[src/rtl/pwrplane_pkg.sv]
package pwrplane_pkg;

  localparam int unsigned STATE_W = 3;
  localparam int unsigned NUM_CTL = 3;

  typedef enum logic [STATE_W-1:0] {
    ST_WORK = 3'd0,
    ST_L1   = 3'd1,
    ST_L2   = 3'd2,
    ST_L3   = 3'd3,
    ST_L4   = 3'd4,
    ST_L5   = 3'd5
  } pstate_e;

  // Control pattern: bit0 plane A enable, bit1 plane B enable, bit2 active-low hold
  function automatic logic [NUM_CTL-1:0] ctl_pattern(input pstate_e s);
    logic [NUM_CTL-1:0] p;
    case (s)
      ST_WORK, ST_L1: p = 3'b011;
      ST_L2:          p = 3'b010;
      ST_L3:          p = 3'b000;
      default:        p = 3'b100;
    endcase
    return p;
  endfunction

  function automatic logic lvl_ok(input logic [STATE_W-1:0] lvl);
    return (lvl >= 3'd1) && (lvl <= 3'd5);
  endfunction

endpackage

[src/rtl/pwrplane_rst_sync.sv]
module pwrplane_rst_sync #(
  parameter int unsigned STAGES = 2
) (
  input  logic clk,
  input  logic rst_n,
  output logic rst_sync_n
);

  logic [STAGES-1:0] sync_q;

  always_ff @(posedge clk or negedge rst_n) begin
    if (!rst_n) begin
      sync_q <= '0;
    end else begin
      sync_q <= {sync_q[STAGES-2:0], 1'b1};
    end
  end

  assign rst_sync_n = sync_q[STAGES-1];

endmodule

[src/rtl/pwrplane_fsm.sv]
module pwrplane_fsm
  import pwrplane_pkg::*;
#(
  parameter int unsigned NUM_WAKE = 12
) (
  input  logic                clk,
  input  logic                rst_n,
  input  logic                sleep_req,
  input  logic [STATE_W-1:0]  sleep_lvl,
  input  logic [NUM_WAKE-1:0] wake_evt,
  input  logic [NUM_WAKE-1:0] wake_en,
  output pstate_e             state_q,
  output pstate_e             state_d,
  output logic                state_upd,
  output logic                wake_take
);

  logic wake_hit;

  assign wake_hit = |(wake_evt & wake_en);

  // next-state process
  always_comb begin
    state_d   = state_q;
    wake_take = 1'b0;
    if (state_q == ST_WORK) begin
      if (sleep_req && lvl_ok(sleep_lvl)) begin
        state_d = pstate_e'(sleep_lvl);
      end
    end else if (wake_hit) begin
      state_d   = ST_WORK;
      wake_take = 1'b1;
    end
  end

  assign state_upd = (state_d != state_q);

  // state register with explicit enable
  always_ff @(posedge clk or negedge rst_n) begin
    if (!rst_n) begin
      state_q <= ST_WORK;
    end else if (state_upd) begin
      state_q <= state_d;
    end
  end

endmodule

[src/rtl/pwrplane_outreg.sv]
module pwrplane_outreg
  import pwrplane_pkg::*;
(
  input  logic               clk,
  input  logic               rst_n,
  input  logic               upd,
  input  pstate_e            state_d,
  output logic [NUM_CTL-1:0] ctl_q
);

  localparam logic [NUM_CTL-1:0] RST_PAT = ctl_pattern(ST_WORK);

  logic [NUM_CTL-1:0] ctl_d;

  always_comb begin
    ctl_d = ctl_pattern(state_d);
  end

  for (genvar i = 0; i < NUM_CTL; i++) begin : g_ctl
    always_ff @(posedge clk or negedge rst_n) begin
      if (!rst_n) begin
        ctl_q[i] <= RST_PAT[i];
      end else if (upd) begin
        ctl_q[i] <= ctl_d[i];
      end
    end
  end

endmodule

[src/rtl/pwrplane_wake_sts.sv]
module pwrplane_wake_sts (
  input  logic clk,
  input  logic rst_n,
  input  logic set_i,
  input  logic wr_i,
  input  logic wdata_i,
  output logic sts_q
);

  logic clr;
  logic sts_d;
  logic sts_en;

  assign clr = wr_i & wdata_i;

  // set has priority over a write-1 clear
  always_comb begin
    sts_en = set_i | clr;
    sts_d  = set_i;
  end

  always_ff @(posedge clk or negedge rst_n) begin
    if (!rst_n) begin
      sts_q <= 1'b0;
    end else if (sts_en) begin
      sts_q <= sts_d;
    end
  end

endmodule

[src/rtl/pwrplane_ctrl.sv]
module pwrplane_ctrl
  import pwrplane_pkg::*;
#(
  parameter int unsigned NUM_WAKE = 12
) (
  input  logic                clk,
  input  logic                rst_n,
  input  logic                sleep_req,
  input  logic [2:0]          sleep_lvl,
  input  logic [NUM_WAKE-1:0] wake_evt,
  input  logic [NUM_WAKE-1:0] wake_en,
  input  logic                sts_wr,
  input  logic                sts_wdata,
  output logic [2:0]          cur_state,
  output logic                plane_a_en,
  output logic                plane_b_en,
  output logic                rail_hold_n,
  output logic                wake_sts
);

  logic               rst_sync_n;
  pstate_e            state_q;
  pstate_e            state_d;
  logic               state_upd;
  logic               wake_take;
  logic [NUM_CTL-1:0] ctl_q;

  pwrplane_rst_sync #(.STAGES(2)) u_rst (
    .clk        (clk),
    .rst_n      (rst_n),
    .rst_sync_n (rst_sync_n)
  );

  pwrplane_fsm #(.NUM_WAKE(NUM_WAKE)) u_fsm (
    .clk       (clk),
    .rst_n     (rst_sync_n),
    .sleep_req (sleep_req),
    .sleep_lvl (sleep_lvl),
    .wake_evt  (wake_evt),
    .wake_en   (wake_en),
    .state_q   (state_q),
    .state_d   (state_d),
    .state_upd (state_upd),
    .wake_take (wake_take)
  );

  pwrplane_outreg u_out (
    .clk     (clk),
    .rst_n   (rst_sync_n),
    .upd     (state_upd),
    .state_d (state_d),
    .ctl_q   (ctl_q)
  );

  pwrplane_wake_sts u_sts (
    .clk     (clk),
    .rst_n   (rst_sync_n),
    .set_i   (wake_take),
    .wr_i    (sts_wr),
    .wdata_i (sts_wdata),
    .sts_q   (wake_sts)
  );

  assign cur_state   = state_q;
  assign plane_a_en  = ctl_q[0];
  assign plane_b_en  = ctl_q[1];
  assign rail_hold_n = ctl_q[2];

endmodule

[config.mk]
export PLATFORM = sky130hd
export DESIGN_NAME = pwrplane_ctrl
export DESIGN_NICKNAME = d
export VERILOG_FILES = /design/src/rtl/pwrplane_pkg.sv /design/src/rtl/pwrplane_rst_sync.sv /design/src/rtl/pwrplane_fsm.sv /design/src/rtl/pwrplane_outreg.sv /design/src/rtl/pwrplane_wake_sts.sv /design/src/rtl/pwrplane_ctrl.sv
export SDC_FILE = /design/constraint.sdc
export NUM_CORES = 1
export LEC_CHECK = 0
export BUFFER_PORTS_ARGS = -buffer_cell sky130_fd_sc_hd__buf_2
export CAP_MARGIN = 20
export CORE_AREA = 2 2 39 41
export CTS_CLUSTER_SIZE = 25
export DETAILED_ROUTE_END_ITERATION = 6
export DIE_AREA = 0 0 41 43
export PLACE_DENSITY = 0.72
export SETUP_SLACK_MARGIN = 0.3
export SYNTH_ARGS = -nofsm -noshare
export SYNTH_HDL_FRONTEND = slang
export SYNTH_SLANG_ARGS = --single-unit
[constraint.sdc]
create_clock -name clk -period 1.26 [get_ports clk]
set_input_delay 0.252 -clock clk [delete_from_list [all_inputs] [get_ports clk]]
set_output_delay 0.252 -clock clk [all_outputs]
set_load 0.02 [all_outputs]
# Yosys cells after proc, flatten, opt, wreduce, memory -nomap -nowiden
# Index checks and enable logic that the tools add are counted.
op_classes:
  bitwise_logic: 3
  magnitude_cmp: 2
  n_reduce_logical: 6
  mux: 6
  eq_ne: 4
op_table:
  columns: ["operator", "count"]
  rows:
  - ["AND 12 bit", 1]
  - ["OR reduction 12 bit", 1]
  - ["2-to-1 mux 3 bit", 3]
  - ["case mux 3 bit (3 select lines)", 1]
  - ["equality test 3 x 2 -> 1 bit (second input constant)", 2]
  - ["logical NOT 3 bit", 2]
  - ["equality test 3 x 1 -> 1 bit (second input constant)", 1]
  - ["greater-or-equal comparator 3 x 1 -> 1 bit (second input constant)", 1]
  - ["less-or-equal comparator 3 bit (second input constant)", 1]
  - ["inequality test 3 bit", 1]
  - ["logical AND 1 bit", 2]
  - ["2-to-1 mux 1 bit", 2]
  - ["OR reduction 2 bit", 1]
  - ["AND 1 bit", 1]
  - ["OR 1 bit", 1]
word_totals:
  out_inout_bits: 7
  word_cells: 27
  ff_bits: 9
  inputBits: 32

# Depth between registers and ports, before layout
# Gate-level depths: netlist of the first run.
depth:
  ltp_word: 8
  mapped_depth: 5
  mapped_depth_nobuf: 5

# By module
# Synthesis of the first run repeated with hierarchy kept, for this count alone.
hier_totals:
  cells_unflattened: 40
  hier_area_um2: 473.0
by_module_without_submodules:
  columns: ["module", "area_each_um2", "n_inst", "cells_each", "seq_area_each_um2"]
  rows:
  - ["pwrplane_fsm", 262.8, 1, 26, 75.1]
  - ["pwrplane_outreg", 120.1, 1, 8, 77.6]
  - ["pwrplane_rst_sync", 53.8, 1, 3, 50.0]
  - ["pwrplane_wake_sts", 36.3, 1, 3, 25.0]

# Worst setup path before layout of the first run
# OpenSTA, ideal clock, no wires.
synth_timing:
  path_kind: "flip-flop to flip-flop"
  start: "register u_fsm.state_q[0]"
  end: "register u_out.ctl_q[1]"
  required_time_ps: 1178
  setup_time_ps: 82
  path_buffers: 0
  synth_period_minus_slack_ps: 1691
  arrival_ps: 1610
  path_stages_with_launch: 4
  path_slack_ps: -431
  path_cell_list: "dfrtp_1 -> or4b_4 -> a211o_1 -> a211o_1"
synth_between:
  elab_chain_cells: 5
  elab_cells_between_ends: 11
  classes_between: "eq/ne: 4; mux: 4; reduce/logical: 3"
synth_lines:
  columns: ["item", "line_no", "text"]
  rows:
  - ["from (decl)", "pwrplane_fsm.sv:12", "output pstate_e state_q,"]
  - ["from (signal assigned)", "pwrplane_fsm.sv:43", "state_q <= state_d;"]
  - ["logical NOT 3 bit (tied with other cells)", "pwrplane_fsm.sv:26", "if (state_q == ST_WORK) begin"]
  - ["2-to-1 mux 3 bit", "pwrplane_fsm.sv:26", null]
  - ["equality test 3 x 1 -> 1 bit or logical NOT 3 bit (tied branches)", "pwrplane_pkg.sv:18", "case (s)"]
  - ["OR reduction 2 bit", "pwrplane_pkg.sv:18", null]
  - ["case mux 3 bit (3 select lines)", "pwrplane_pkg.sv:18", null]
  - ["to (signal, indexed assignment)", "pwrplane_outreg.sv:22", "ctl_q[i] <= RST_PAT[i];"]
  - ["to (signal, indexed assignment)", "pwrplane_outreg.sv:24", "ctl_q[i] <= ctl_d[i];"]
  - ["to (decl)", "pwrplane_outreg.sv:8", "output logic [NUM_CTL-1:0] ctl_q"]
# Several ways; a longest one is shown, not always the timed one.
# A chain may end at the register's enable or synchronous reset.

# Worst setup path after layout of the first run
layout_timing:
  start: "register u_fsm.state_q[1]"
  end: "register u_out.ctl_q[1]"
# Same word-level chain as after synthesis.

==> results_dict.tcl, run 1 <==
set metrics [dict create \
    status "finished with violations" \
    violations "negative setup slack" \
    final_nets 126 \
    grt_overflow_total 0 \
    grt.total_usage_pct 17.2 \
    r2r_slack_ns -0.33 \
    multi_input_area_um2 264 \
    crit_path_start_kind "flop" \
    synth.area.top_cells "dfrtp_1 (40%), dfstp_2 (12%), a22o_1 (7.9%)" \
    worstSetupEndpoint "u_out.ctl_q[1]" \
    path_max_fanout 3 \
    initial_core_util_pct 32.0 \
    grt_pass1_vias 518 \
    cts-root-buf "clkbuf_4" \
    power_uw 916 \
    path_class "reg2reg" \
    max_freq_mhz 629 \
    drcViolationCount 0 \
    cts_tree "built" \
    yosys_warnings 0 \
    cts_buffers 3 \
    yosysSeqAreaShare_pct 51.4 \
    grt_pass1_wl_um 2000 \
    swShare_pct 28.9 \
    p_leak_nw 0.449 \
    seqCellArea_um2 230 \
    critPathLaunch "u_fsm.state_q[1]" \
    design_area_um2 875 \
    cts.htree.levels 1 \
    fp.dieW_um 41 \
    num_vias 568 \
    fp.dieArea_um2 1760 \
    power.internal_uw 651 \
    die_y_um 43 \
    ys_ff_latch 9 \
    wl_um 1530 \
    syn-num-nets 73 \
    area_delta_synth_final_pct 97.5 \
    slew_viol_final 0 \
    vias_per_cell 5.21 \
    clk_pin_slew_ns 0.06 \
    seqPwrFrac_pct 39.5 \
    antenna_found_initial 0 \
    power_frac_comb_pct 38.0 \
    numPortBuffers 38 \
    reg2reg_to "u_out.ctl_q[1]" \
    final_util_pct 63.2 \
    first_pass_iters 2 \
    cts_buffer_depth 2 \
    switchingPower_uw 264 \
    dp.cells 99 \
    worstPathArrival_ns 1.76 \
    wire_per_inst_um 14.0 \
    cp-end-kind "flop" \
    diodes 0 \
    fin_skew_ns 0.00199 \
    rsz0062_at_grt "yes" \
    grt_start_max_net_pins 9 \
    ant_nets 0 \
    timing.rr.start "u_fsm.state_q[1]" \
    avgSynthCellArea_um2 10.8 \
    clockPowerShare_pct 22.5 \
    clk_latency_ns 0.25 \
    worst_slack_ns -0.329 \
    syn-cell-area_um2 443 \
    drive_gt1_share_pct 71.0 \
    pin_count 39 \
    fp-row-count 14 \
    setup_viol 7 \
    core_um2 1380 \
    final-hold-violation-count 0 \
    pwr_density_cell_nw_per_um2 1050 \
    yosys.area.top_type "dfrtp_1" \
    place_area_um2 697 \
    min_period_ns 1.59 \
    cp.required_ns 1.44 \
    synthDistinctLibCells 20 \
    post-route-period-util_pct 126 \
    stdcell_count 109 \
    hold_class "reg2async" \
    clock-sinks 9 \
    cap_violations 0 \
    place_congestion 0.662 \
    drtIter0Drc 1 \
    synth_top_cell_area_share_pct 39.5 \
    reg2regPathDepth 3 \
    fillers 120 \
    vdd_drop_max_mv 0.496 \
    syn_inst 41 \
]
==> power groups by stage <==
| stage | sequential, mW | combinational, mW | clock (mW) |
|---|---|---|---|
| final | 0.361 | 0.348 | 0.206 |
| after global placement | 0.358 | 0.230 | 0 |
| after global routing | 0.366 | 0.369 | 0.238 |
| after detailed placement | 0.359 | 0.233 | 0 |
| after floorplan | 0.401 | 0.0817 | 0 |
| after CTS | 0.360 | 0.294 | 0.215 |
==> final cells by class <==
class / instances / area share (%)
Timing Repair Buffer: 49 / 38.2
Multi-Input combinational cell: 31 / 30.2
Sequential cell: 9 / 26.3
Clock buffer: 4 / 3.00
Tap cell: 16 / 2.29
==> cell usage in the layout, fill, tap and decap left out <==
master and instances:
a211o_1 2, a21o_1 1, a21o_2 1, a21oi_4 1, a221oi_1 2, a221oi_2 1, a22o_1 4, a22o_4 1
a22oi_2 2, and3_4 1, buf_2 31, buf_4 6, buf_6 11, clkbuf_1 1, clkbuf_4 3, conb_1 1
dfrtp_1 5, dfrtp_2 2, dfstp_2 2, dlygate4sd3_1 1, nand2_1 4, nand3_1 1, nor2_1 3, nor2_2 1
nor2_4 1, nor3_1 1, nor3_4 1, o21ai_1 1, or4b_4 1
==> worst min path at each step <==
stage	to	slack, ns	depth (start not counted)
final	u_out.ctl_q[2]	0.10	0
after global routing	u_fsm.state_q[2]	0.14	0
after CTS	u_fsm.state_q[2]	0.12	0
after detailed placement	u_rst.sync_q[0]	0.04	1
after global placement	u_rst.sync_q[0]	0.04	1
after floorplan	u_rst.sync_q[0]	-0.04	0
==> routing by layer <==
layer | wire length (µm) | part of all wire [%] | up-vias | track usage, %
met5 | 0 | 0 | - | 0
met3 | 60 | 3.9 | 4 | 6.81
met1 | 577 | 38 | 280 | 16.3
met4 | 36 | 2.4 | 0 | 12.7
met2 | 855 | 56 | 20 | 27.8
li1 | - | - | 264 | -
==> state kept, by name (all words and copies together) (netlist names) <==
register and cells:
u_fsm.state_q 3, u_out.ctl_q 3, u_rst.sync_q 2, u_sts.sts_q 1
==> cells by family (layout without fill, tap and decap cells) <==
| family | count (synthesis) | count (layout) | share of synthesized area, % |
|---|---|---|---|
| other cells | 1 | 1 | 0.847 |
| buf+inv | 1 | 53 | 0.847 |
| flops | 9 | 9 | 51.4 |
| simple gates | 14 | 14 | 15.5 |
| compound gates | 16 | 16 | 31.4 |
==> stage by stage <==
step / setup TNS [ns] / hold slack [ns] / setup slack, ns
floorplan: -1.23 / -0.0436 / -0.348
global route: -1.69 / 0.136 / -0.372
detailed placement: -1.45 / 0.0404 / -0.316
CTS: -1.28 / 0.117 / -0.319
finish: -1.42 / 0.104 / -0.329
global placement: -1.34 / 0.0381 / -0.289
==> cells in the mapped netlist, drive strengths merged <==
library cell / number
nor2: 5
or4b: 1
nand2: 4
clkbuf: 1
a21oi: 1
a22o: 5
a211o: 2
o21ai: 1
nand3: 1
conb: 1
a221oi: 3
a21o: 2
nor3: 2
dfstp: 2
and3: 1
dfrtp: 7
a22oi: 2
==> worst max-delay path, stage by stage, from the launching register on <==
cell and delay (ns):
dfrtp_2 0.40, or4b_4 0.57, a211o_1 0.28, a211o_1 0.27
==> repair_timing <==
item                                    CTS  global route
resized for setup                        20             8
hold endpoints to repair                  2             0
pin swaps                                 4             2
endpoints found under the setup margin   14            14
setup buffers                             2             3
hold buffers                              1             0
No activity file was read; power rests on OpenSTA's default activity.
==> run 2, diff against run 1 <==
CORE_AREA = default   (was 2 2 39 41)
CORE_UTILIZATION = 35   (was default)
DIE_AREA = default   (was 0 0 41 43)
PLACE_DENSITY = 0.74   (was 0.72)
SYNTH_HIERARCHICAL = 1   (was default)
==> results_dict.tcl, run 2 <==
set metrics [dict create \
    status "finished with violations" \
    violations "negative setup slack" \
    yosys_warnings 6 \
    avgSynthCellArea_um2 11.8 \
    cap_violations 0 \
    design_area_um2 952 \
    rsz0062_at_grt "yes" \
    cts_tree "built" \
    yosysSeqAreaShare_pct 48.1 \
    drtIter0Drc 7 \
    fp.dieArea_um2 1500 \
    reg2regPathDepth 5 \
    vdd_drop_max_mv 0.763 \
    syn_inst 40 \
    grt_pass1_wl_um 2070 \
    synth_top_cell_area_share_pct 37.0 \
    numPortBuffers 38 \
    clock-sinks 9 \
    antenna_found_initial 0 \
    die_y_um 38.8 \
    synthDistinctLibCells 18 \
    post-route-period-util_pct 121 \
    core_um2 1190 \
    grt_overflow_total 0 \
    yosys.area.top_type "dfrtp_1" \
    worstPathArrival_ns 1.66 \
    drcViolationCount 0 \
    vias_per_cell 5.25 \
    reg_top3 "u_fsm/state_q: 3 flops, u_out/ctl_q: 3 flops, u_rst/sync_q: 2 flops" \
    final_nets 129 \
    crit_path_start_kind "flop" \
    worstSetupEndpoint "u_out/ctl_q[2]" \
    r2r_slack_ns -0.26 \
    fp.dieW_um 38.8 \
    clk_pin_slew_ns 0.06 \
    slew_viol_final 0 \
    place_area_um2 768 \
    ys_ff_latch 9 \
    p_leak_nw 0.476 \
    async_reset_ff_share_pct 100 \
    synth_flop_cell "dfrtp_1" \
    critPathLaunch "u_fsm/state_q[2]" \
    ys_top_cells_by_count "dfrtp_1 (7), a22o_1 (5), a32o_1 (4)" \
    diodes 0 \
    final-hold-violation-count 0 \
    fillers 80 \
    cp-end-kind "flop" \
    cts_buffers 3 \
    max_freq_mhz 657 \
    num_vias 577 \
    grt_start_max_net_pins 8 \
    pre_cts_ws_ns -0.393 \
    first_pass_iters 4 \
    syn-cell-area_um2 473 \
    pwr_density_cell_nw_per_um2 953 \
    cts_buffer_depth 2 \
    fp-row-count 12 \
    grt_pass1_vias 538 \
    fin_skew_ns 0.00318 \
    path_class "reg2reg" \
    final_common_cell "buf_2" \
    cp.required_ns 1.40 \
    dp_hpwl_um 1030 \
    timing.rr.start "u_fsm/state_q[2]" \
    stdcell_count 110 \
    path_max_fanout 3 \
    dp.cells 101 \
    initial_core_util_pct 39.9 \
    wl_um 1520 \
    synth.most_common_cell "dfrtp_1" \
    synth_edf_count 0 \
    wire_per_inst_um 13.8 \
    reg2reg_to "u_out/ctl_q[2]" \
    min_period_ns 1.52 \
    place_congestion 0.788 \
    grt.total_usage_pct 21.4 \
    worst_slack_ns -0.262 \
    area_delta_synth_final_pct 101 \
    setup_viol 5 \
    synth.area.top_cells "dfrtp_1 (37%), dfstp_2 (11%), a221oi_2 (9.5%)" \
    hold_class "reg2async" \
    final_cell_mix "buf_2 (29), buf_6 (16), buf_4 (7)" \
    ant_nets 0 \
    pin_count 39 \
    clk_latency_ns 0.26 \
    cts-root-buf "clkbuf_4" \
    syn-num-nets 72 \
    cts.htree.levels 1 \
    power_uw 907 \
    drive_gt1_share_pct 77.1 \
]
## run 2: cell count changes after synthesis, moves of 3 or more
| cell | previous run | this run |
|---|---|---|
| a221oi_1 | 3 | 0 |
| nor2_1 | 5 | 2 |
| a32o_1 | 0 | 4 |
| a221oi_2 | 0 | 3 |
| mux2_2 | 0 | 3 |
## run 2: area by class of cell
cell class | instances | area (µm²) | share of cell area (%)
multi-input cells | 28 | 282 | 29.6
inverters | 2 | 7.51 | 0.788
flip-flops and latches | 9 | 231 | 24.3
repair buffers | 53 | 388 | 40.7
well taps | 14 | 17.5 | 1.84
clock buffers | 4 | 26.3 | 2.76
## run 2: how the worst min path moves through the flow
stage | startpoint | endpoint | slack [ns] | cells after the start
global placement | rst_n | u_rst/sync_q[0] | 0.04 | 1
finish | u_rst/sync_q[1] | u_sts/sts_q | 0.12 | 0
global route | u_rst/sync_q[1] | u_out/ctl_q[2] | 0.14 | 0
CTS | u_rst/sync_q[1] | u_sts/sts_q | 0.12 | 0
detailed placement | rst_n | u_rst/sync_q[0] | 0.04 | 1
floorplan | rst_n | u_rst/sync_q[0] | -0.04 | 0
## run 2: cells by family after synthesis
kind of cell	synth area share, %
AO/OA/AOI/OAI	32.5
flip-flops	48.1
multiplexers	7.14
other	0.793
AND/OR/NAND/NOR	8.20
buffers and inverters	3.18
## run 2: repair_timing
| action | in CTS | in global routing |
|---|---|---|
| hold buffers | 1 | 0 |
| hold endpoints to repair | 2 | 0 |
| buffers inserted | 2 | 2 |
| pin swaps | 1 | 9 |
| resized for setup | 20 | 13 |
| endpoints found under the setup margin | 14 | 14 |
## run 2: metrics by stage
stage / hold slack [ns] / util (%) / setup TNS (ns)
global placement: 0.0383 / 64.8 / -1.47
floorplan: -0.0436 / - / -0.800
global route: 0.137 / 80.3 / -0.974
detailed placement: 0.0384 / 64.8 / -1.63
finish: 0.117 / 80.3 / -0.806
CTS: 0.123 / 74.8 / -0.620
## run 2: worst max-delay path, stage by stage, from the launching register on
cell	delay, ns
dfrtp_2	0.42
nor3_4	0.23
and3_4	0.24
o31ai_2	0.07
o21ai_2	0.11
mux2_4	0.33
## run 2: routing by layer
metal / GRT usage (%) / wire [µm] / vias to the layer above
met5: 0 / 0 / -
met4: 7.76 / 0 / 0
met3: 6.94 / 95 / 0
met2: 44.2 / 889 / 31
met1: 17.8 / 537 / 271
li1: - / - / 275
## run 2: where the power goes
| group | switching [mW] | internal, mW | total (mW) |
|---|---|---|---|
| combinational | 0.135 | 0.202 | 0.337 |
| clock | 0.0973 | 0.122 | 0.219 |
| sequential | 0.0249 | 0.325 | 0.350 |
| total | 0.257 | 0.650 | 0.907 |
==> run 3, diff against run 2 <==
SETUP_SLACK_MARGIN = 0.05   (was 0.3)
==> results_dict.tcl, run 3 (synthesis results as in run 2) <==
set metrics [dict create \
    status "finished with violations" \
    violations "negative setup slack" \
    drtIter0Drc 10 \
    cp.depth 6 \
    dp_hpwl_um 1070 \
    cts-root-buf "clkbuf_4" \
    hold_class "reg2async" \
    cp.required_ns 1.44 \
    place_congestion 0.764 \
    critPathTopFamily "simple AND/OR/NAND/NOR gates" \
    area_delta_synth_final_pct 92.1 \
    cp_slowest_cell "dfrtp_1" \
    vias_per_cell 4.84 \
    fin_tns_setup_ns -0.718 \
    min_period_ns 1.46 \
    cts_buffers 3 \
    power.internal_uw 621 \
    fin_skew_ns 0.00180 \
    p_leak_nw 0.483 \
    max_freq_mhz 685 \
    post-route-period-util_pct 116 \
    path_max_fanout 2 \
    num_vias 542 \
    core_um2 1190 \
    crit_chain "nor3_4, and3_4, buf_6, a22o_1, a21oi_2, mux2_2" \
    grt_start_max_net_pins 8 \
    power_frac_comb_pct 34.6 \
    critPathBufInv 1 \
    die_y_um 38.8 \
    worst_slack_ns -0.199 \
    initial_core_util_pct 39.9 \
    cap_violations 0 \
    cts.htree.levels 1 \
    max_stage_delay_ns 0.40 \
    first_pass_iters 4 \
    grt.total_usage_pct 19.2 \
    clk_latency_ns 0.25 \
    slew_viol_final 0 \
    power_uw 854 \
    timing.rr.start "u_fsm/state_q[0]" \
    clock-sinks 9 \
    timing.hold.ws_ns 0.110 \
    antenna_found_initial 0 \
    switchingPower_uw 233 \
    final_nets 131 \
    pin_count 39 \
    fp-row-count 12 \
    wire_per_inst_um 12.6 \
    cts_buffer_depth 2 \
    setup_viol 7 \
    fp.dieW_um 38.8 \
    swShare_pct 27.3 \
    grt_pass1_wl_um 1900 \
    wl_um 1410 \
    diodes 0 \
    cts_tree "built" \
    final-hold-violation-count 0 \
    numPortBuffers 38 \
    pwr_density_cell_nw_per_um2 940 \
    path_class "reg2reg" \
    fp.dieArea_um2 1500 \
    pre_cts_ws_ns -0.384 \
    clk_pin_slew_ns 0.06 \
    final_cell_mix "buf_2 (33), buf_4 (13), buf_6 (8)" \
    clockPowerShare_pct 24.9 \
    ant_nets 0 \
    cp-end-kind "flop" \
    final_common_cell "buf_2" \
    critPathLaunch "u_fsm/state_q[0]" \
    grt_pass1_vias 469 \
    reg2regPathDepth 6 \
    drcViolationCount 0 \
    grt_overflow_total 0 \
    seqPwrFrac_pct 40.5 \
    reg_top3 "u_fsm/state_q: 3 flops, u_out/ctl_q: 3 flops, u_rst/sync_q: 2 flops" \
    final_util_pct 76.6 \
    drive_gt1_share_pct 76.5 \
    crit_path_start_kind "flop" \
    worstPathArrival_ns 1.64 \
    rsz0062_at_grt "yes" \
    vdd_drop_max_mv 0.643 \
]
[run 3: worst paths after layout]
| kind | to | slack (ns) |
|---|---|---|
| setup reg to reg | u_out/ctl_q[1] | -0.20 |
| max in group asynchronous | u_rst/sync_q[0] | 0.86 |
| hold reg to reg | u_sts/sts_q | 0.11 |
| min in group clk | u_fsm/state_q[0] | 0.27 |
| hold / removal | u_sts/sts_q | 0.11 |
| setup / recovery | u_out/ctl_q[1] | -0.20 |
[run 3: power groups by stage]
stage,Combinational [mW],Clock [mW],Sequential [mW]
6_report,0.296,0.213,0.346
2_1_floorplan,0.0829,0,0.382
3_3_place_gp,0.236,0,0.348
3_5_place_dp,0.240,0,0.349
4_1_cts,0.256,0.224,0.346
5_1_grt,0.315,0.241,0.349
[run 3: cell type report]
cell class / count / area, µm²
multi-input cells: 28 / 264
flip-flops and latches: 9 / 230
clock buffers: 4 / 26.3
fillers: 78 / 278
repair buffers: 55 / 363
inverters: 2 / 7.51
well taps: 14 / 17.5
[run 3: metal layers]
metal | wire, µm | vias up | track usage [%] | part of all wire (%)
li1 | - | 276 | - | -
met1 | 591 | 244 | 22.2 | 42
met2 | 755 | 20 | 32.5 | 54
met3 | 58 | 2 | 5.78 | 4.1
met4 | 4 | 0 | 7.76 | 0.28
met5 | 0 | - | 0 | 0
[run 3: metrics by stage]
stage | instances | cell area (µm²)
5_1_grt | 112 | 908
3_5_place_dp | 102 | 774
2_1_floorplan | 40 | 492
3_3_place_gp | 102 | 774
6_report | 112 | 908
4_1_cts | 107 | 841
[run 3: worst reg2reg max path: stages (launching register included)]
cell,delay (ns)
dfrtp_1,0.40
nor3_4,0.23
and3_4,0.22
buf_6,0.09
a22o_1,0.15
a21oi_2,0.05
mux2_2,0.25
[run 3: repair_timing]
action,4_1_cts,5_1_grt
buffers inserted,0,5
setup endpoints to repair,9,11
hold endpoints to repair,2,0
resized for setup,10,10
hold buffers,1,0
gates cloned,0,0
pin swaps,1,9
